<file path="src/rtl/tsched_pkg.sv">
package tsched_pkg;

    localparam int TSCHED_TID_W = 2;

    typedef enum logic [1:0] {
        MODE_ROT   = 2'd0,
        MODE_TABLE = 2'd1,
        MODE_PRIO  = 2'd2,
        MODE_PRIO2 = 2'd3
    } mode_e;

    typedef struct packed {
        logic                    valid;
        logic [TSCHED_TID_W-1:0] tid;
    } issue_t;

    function automatic logic [TSCHED_TID_W-1:0] ident_tid(input int slot, input int nthr);
        return TSCHED_TID_W'(slot % nthr);
    endfunction

endpackage

</file>
<file path="src/rtl/tsched_ptr.sv">
module tsched_ptr #(
    parameter int MODULUS = 4,
    localparam int PW = (MODULUS > 1) ? $clog2(MODULUS) : 1
) (
    input  logic          clk,
    input  logic          rst,
    output logic [PW-1:0] ptr,
    output logic          at_last
);
    assign at_last = (ptr == PW'(MODULUS - 1));

    always_ff @(posedge clk) begin
        if (rst) begin
            ptr <= '0;
        end else if (at_last) begin
            ptr <= '0;
        end else begin
            ptr <= ptr + 1'b1;
        end
    end
endmodule

</file>
<file path="src/rtl/tsched_slot_tbl.sv">
module tsched_slot_tbl
    import tsched_pkg::*;
#(
    parameter int N_SLOT = 8,
    parameter int N_THR  = 4,
    localparam int IW    = $clog2(N_SLOT),
    localparam int TW    = TSCHED_TID_W
) (
    input  logic          clk,
    input  logic          rst,
    input  logic          wr_en,
    input  logic [IW-1:0] wr_idx,
    input  logic [TW-1:0] wr_tid,
    input  logic          commit,
    input  logic [IW-1:0] rd_idx,
    output logic [TW-1:0] rd_tid
);
    logic [TW-1:0] shadow [N_SLOT];
    logic [TW-1:0] active [N_SLOT];
    logic [TW-1:0] merged [N_SLOT];

    always_comb begin
        for (int i = 0; i < N_SLOT; i++) begin
            merged[i] = (wr_en && (wr_idx == IW'(i))) ? wr_tid : shadow[i];
        end
    end

    always_ff @(posedge clk) begin
        if (rst) begin
            for (int i = 0; i < N_SLOT; i++) begin
                shadow[i] <= ident_tid(i, N_THR);
                active[i] <= ident_tid(i, N_THR);
            end
        end else begin
            for (int i = 0; i < N_SLOT; i++) begin
                shadow[i] <= merged[i];
                if (commit) begin
                    active[i] <= merged[i];
                end
            end
        end
    end

    assign rd_tid = active[rd_idx];
endmodule

</file>
<file path="src/rtl/tsched_pick.sv">
module tsched_pick
    import tsched_pkg::*;
#(
    parameter int N_THR = 4,
    localparam int TW   = TSCHED_TID_W
) (
    input  logic [N_THR-1:0] ready,
    output logic             found,
    output logic [TW-1:0]    tid
);
    always_comb begin
        found = 1'b0;
        tid   = '0;
        for (int i = N_THR - 1; i >= 0; i--) begin
            if (ready[i]) begin
                found = 1'b1;
                tid   = TW'(i);
            end
        end
    end
endmodule

</file>
<file path="src/rtl/tsched_tag_pipe.sv">
module tsched_tag_pipe
    import tsched_pkg::*;
#(
    parameter int DEPTH = 3
) (
    input  logic   clk,
    input  logic   rst,
    input  issue_t in_tag,
    output issue_t out_tag
);
    issue_t stage [DEPTH];

    always_ff @(posedge clk) begin
        if (rst) begin
            stage[0] <= '0;
        end else begin
            stage[0] <= in_tag.valid ? in_tag : '0;
        end
    end

    for (genvar g = 1; g < DEPTH; g++) begin : g_stage
        always_ff @(posedge clk) begin
            if (rst) begin
                stage[g] <= '0;
            end else begin
                stage[g] <= stage[g-1];
            end
        end
    end

    assign out_tag = stage[DEPTH-1];
endmodule

</file>
<file path="src/rtl/tsched_top.sv">
module tsched_top
    import tsched_pkg::*;
#(
    parameter int N_THR      = 4,
    parameter int N_SLOT     = 8,
    parameter int PIPE_DEPTH = 3,
    localparam int TID_W     = TSCHED_TID_W,
    localparam int SIW       = $clog2(N_SLOT),
    localparam int RPW       = (N_THR > 1) ? $clog2(N_THR) : 1
) (
    input  logic             clk,
    input  logic             rst,
    input  logic [1:0]       mode_sel,
    input  logic [N_THR-1:0] thr_ready,
    input  logic             tbl_wr_en,
    input  logic [SIW-1:0]   tbl_wr_idx,
    input  logic [TID_W-1:0] tbl_wr_tid,
    output logic             iss_valid,
    output logic [TID_W-1:0] iss_tid,
    output logic             iss_bubble,
    output logic             tag_valid,
    output logic [TID_W-1:0] tag_tid
);
    logic [RPW-1:0]   rot_ptr;
    logic             rot_last;
    logic [SIW-1:0]   slot_ptr;
    logic             slot_last;
    logic [TID_W-1:0] tbl_tid;
    logic             pick_found;
    logic [TID_W-1:0] pick_tid;
    issue_t           cur, tail;
    mode_e            mode;

    tsched_ptr #(.MODULUS(N_THR)) u_rot (
        .clk(clk), .rst(rst), .ptr(rot_ptr), .at_last(rot_last)
    );

    tsched_ptr #(.MODULUS(N_SLOT)) u_slot (
        .clk(clk), .rst(rst), .ptr(slot_ptr), .at_last(slot_last)
    );

    tsched_slot_tbl #(.N_SLOT(N_SLOT), .N_THR(N_THR)) u_tbl (
        .clk(clk), .rst(rst),
        .wr_en(tbl_wr_en), .wr_idx(tbl_wr_idx), .wr_tid(tbl_wr_tid),
        .commit(slot_last), .rd_idx(slot_ptr), .rd_tid(tbl_tid)
    );

    tsched_pick #(.N_THR(N_THR)) u_pick (
        .ready(thr_ready), .found(pick_found), .tid(pick_tid)
    );

    assign mode = mode_e'(mode_sel);

    always_comb begin
        cur = '0;
        unique case (mode)
            MODE_ROT: begin
                cur.tid   = TID_W'(rot_ptr);
                cur.valid = thr_ready[rot_ptr];
            end
            MODE_TABLE: begin
                cur.tid   = tbl_tid;
                cur.valid = (int'(tbl_tid) < N_THR) && thr_ready[tbl_tid];
            end
            default: begin
                cur.tid   = pick_tid;
                cur.valid = pick_found;
            end
        endcase
    end

    tsched_tag_pipe #(.DEPTH(PIPE_DEPTH)) u_tag (
        .clk(clk), .rst(rst), .in_tag(cur), .out_tag(tail)
    );

    assign iss_valid  = cur.valid;
    assign iss_tid    = cur.tid;
    assign iss_bubble = ~cur.valid;
    assign tag_valid  = tail.valid;
    assign tag_tid    = tail.tid;

    logic unused_rot_last;
    assign unused_rot_last = rot_last;
endmodule

</file>
<file path="config.mk">
export PLATFORM = sky130hd
export DESIGN_NAME = tsched_top
export DESIGN_NICKNAME = d
export VERILOG_FILES = /design/src/rtl/tsched_pkg.sv /design/src/rtl/tsched_ptr.sv /design/src/rtl/tsched_slot_tbl.sv /design/src/rtl/tsched_pick.sv /design/src/rtl/tsched_tag_pipe.sv /design/src/rtl/tsched_top.sv
export SDC_FILE = /design/constraint.sdc
export NUM_CORES = 1
export LEC_CHECK = 0
export CORE_UTILIZATION = 35
export DETAILED_ROUTE_END_ITERATION = 6
export PLACE_DENSITY_LB_ADDON = 0.08
export RECOVER_POWER = 25
export SYNTH_ARGS = -nofsm -noshare
export SYNTH_HDL_FRONTEND = slang
export SYNTH_SLANG_ARGS = --single-unit
</file>
<file path="constraint.sdc">
create_clock -name clk -period 2 [get_ports clk]
set_input_delay 0.4 -clock clk [delete_from_list [all_inputs] [get_ports clk]]
set_output_delay 0.4 -clock clk [all_outputs]
set_load 0.02 [all_outputs]
</file>
==> qor.csv <==
stage,metric,value,unit
floorplan,dieArea,5780,sq um
timing,max_freq,0.401,GHz
layout,final_common_cell,dfxtp_1,
layout,final_area,2470,sq um
critical_path,worstSetupStartpointType,register,
global_routing,top_usage_layer,met2,
critical_path,rr_endpoint,u_tag.stage[0][1]$_SDFF_PP0_,
global_routing,grt_overflow_total,0,
global_routing,grt_pass1_wl,6140,um
timing,finalHoldViolations,0,
critical_path,reg2regPathDepth,7,
synthesis,synth_nets,181,
critical_path,timing.rr.start,u_slot.ptr[0]$_SDFF_PP0_,
floorplan,initial_core_util,0.369,
cts,cts_buffers,5,
synthesis,synth_top_area_frac,0.313,
pwr,peakVddDrop,0.319,mV
placement,dp.cells,268,
synthesis,netlist_instances,164,
synthesis,synth_edf_count,16,
floorplan,ioPinCount,21,
cts,cts_sinks,46,
critical_path,worst-path-stages,7,
layout,antenna_cells,0,
floorplan,num_rows,26,
layout,final_cell_mix,"dfxtp_1, nor2_1, buf_4, edfxtp_1, clkdlybuf4s50_1",
drt,drc,0,
critical_path,worstSetupEndpoint,iss_valid,
placement,gp_congestion,0.831,
timing,slew_violations,0,
global_routing,use_met2,0.230,
drt,ant_nets,0,
critical_path,r2r_slack,100,ps
job,max_cap_violations,0,
synthesis,async_reset_ff_frac,0,
critical_path,critical_path.max_stage_delay,520,ps
run_status,status,"complete, but fails checks",
cts,clk_path_buf_depth,2,
global_routing,grt_usage,0.136,
timing,rsz0062_at_grt,yes,
timing,post-route-min-period,2500,ps
worst_hold_path,hp-class,reg2reg,
timing,finalCritPeriodShare,1.25,
cts,post_cts_hold_buffer_count,0,
placement,dp_hpwl,2700,um
layout,instances_no_fill,278,
global_routing,grt_max_degree,22,
cts,path_clk_slew,90,ps
critical_path,required,1600,ps
floorplan,coreArea,5200,sq um
pwr,p_leak,0.000921,uW
timing,tns,-1310,ps
synthesis,synthFlopType,dfxtp_1,
timing,max_slew_margin,0.710,
critical_path,critPathMaxFanout,6,
pwr,power.density,754,nW/um^2
critical_path,crit_chain,mux2i_1 -> mux4_2 -> mux2_4 -> o22ai_4 -> buf_6 -> nor2_1 -> buf_4,
placement,dp_slack,-623,ps
synthesis,syn_area_per_cell,11.7,sq um
drt,firstDrtPassIters,4,
placement,port_buffers,20,
timing,fin_ws,-497,ps
drt,drt_iter0_drc,30,
cts,cts_tree,built,
global_routing,grt_pass1_vias,1312,
layout,final_util,0.475,
timing,finalClockSkew,8.73,ps
global_routing,gr-usage-met1,0.156,
run_status,violations,setup timing,
floorplan,die_w,76.0,um
synthesis,seq_area_frac_synth,0.564,
cts,cts-root-buf,clkbuf_8,
critical_path,cp_num_buf_inv,2,
critical_path,cpMaxStageDelayCell,mux4_2,
critical_path,worstSetupStartpoint,u_slot.ptr[0]$_SDFF_PP0_,
cts,h-tree-depth,2,
drt,via_per_inst,4.88,
critical_path,cp_data_arrival_time,2100,ps
layout,syn_to_final_growth,28.8,%
global_routing,antenna_found_initial,0,
synthesis,ys_seq_elements,46,
synthesis,synthesis.area,1920,sq um
critical_path,cp_top_family,multiplexers,
synthesis,yosysUniqueCellTypes,33,
floorplan,die_y,76.0,um
synthesis,synth_area_leaders,"dfxtp_1, edfxtp_1, mux2i_1",
drt,route.vias.total,1358,
placement,placed_cell_area,2330,sq um
timing,setup_viol,4,
timing,tightest_slew,435,ps
global_routing,grtUsageMet3,0.0395,
layout,drive_above_1_share,0.226,
synthesis,yosysWarnings,0,
cts,insertion_delay,300,ps
critical_path,worstSetupPathType,reg2out,
layout,num-nets-final,224,
critical_path,end_kind,output port,
drt,drt_wl_total,3630,um
synthesis,synth_top_cell_by_area,dfxtp_1,
drt,post_drt_wl_per_cell,13.0,um
==> what timing repair did <==
| action | CTS | global route |
|---|---|---|
| resized for setup | 23 | 14 |
| setup endpoints to repair | 5 | 6 |
| pin swaps | 0 | 1 |
| setup buffers | 0 | 2 |
==> cells by family (layout without fill, tap and decap cells) <==
| group | Yosys count | count (layout) | share of synthesized area |
|---|---|---|---|
| compound gates | 15 | 15 | 0.0568 |
| fa+ha+maj | 3 | 3 | 0.0196 |
| buf+inv | 11 | 55 | 0.0254 |
| flops | 46 | 46 | 0.564 |
| mux | 19 | 19 | 0.122 |
| simple gates | 70 | 70 | 0.213 |
==> synthesized netlist by cell type, types with 4 or more instances <==
cell / instances
nor2_1: 24
nor2b_1: 6
nand3b_1: 5
a21oi_1: 7
inv_1: 6
dfxtp_1: 30
nand2b_1: 7
mux2i_1: 14
clkbuf_1: 4
edfxtp_1: 16
and2_1: 7
==> stage by stage <==
step           total power (uW)  hold WS, ps
2_1_floorplan              1180          414
3_3_place_gp               1300          422
3_5_place_dp               1300          423
4_1_cts                    1860          446
5_1_grt                    1960          459
6_report                   1860          440
==> worst min-delay path by stage <==
| stage | startpoint | to | slack [ps] | cells after the start |
|---|---|---|---|---|
| final | u_tag.stage[1][2]$_SDFF_PP0_ | u_tag.stage[2][2]$_SDFF_PP0_ | 440 | 1 |
| after global routing | u_tag.stage[1][1]$_SDFF_PP0_ | u_tag.stage[2][1]$_SDFF_PP0_ | 460 | 1 |
| after CTS | u_tag.stage[1][2]$_SDFF_PP0_ | u_tag.stage[2][2]$_SDFF_PP0_ | 450 | 1 |
| after detailed placement | u_tag.stage[1][2]$_SDFF_PP0_ | u_tag.stage[2][2]$_SDFF_PP0_ | 420 | 1 |
| after global placement | u_tag.stage[1][1]$_SDFF_PP0_ | u_tag.stage[2][1]$_SDFF_PP0_ | 420 | 1 |
| after floorplan | u_tag.stage[0][0]$_SDFF_PP0_ | u_tag.stage[1][0]$_SDFF_PP0_ | 410 | 1 |
==> flip-flops by register name, indices dropped and copies added, names as in the netlist <==
register / cells
u_tbl.shadow: 16
u_tag.stage: 9
u_slot.ptr: 3
u_tbl.active: 16
u_rot.ptr: 2
==> per-layer routing <==
metal	wire (um)	vias up
met5	0	-
met2	1760	33
met1	1610	646
met3	156	10
met4	102	0
li1	-	669
==> cell type report <==
cell class	instances	area [sq um]
clock inverters	3	20.0
inverters	6	22.5
flip-flops and latches	46	1090
well taps	70	87.6
fillers	497	2740
clock buffers	5	68.8
multi-input cells	107	835
repair buffers	41	348
==> power by group <==
group / internal (uW) / switching, uW
combinational: 151 / 125
clock: 247 / 313
sequential: 1000 / 22.8
total: 1400 / 461
Note: power is estimated with default switching activity, not from simulation.
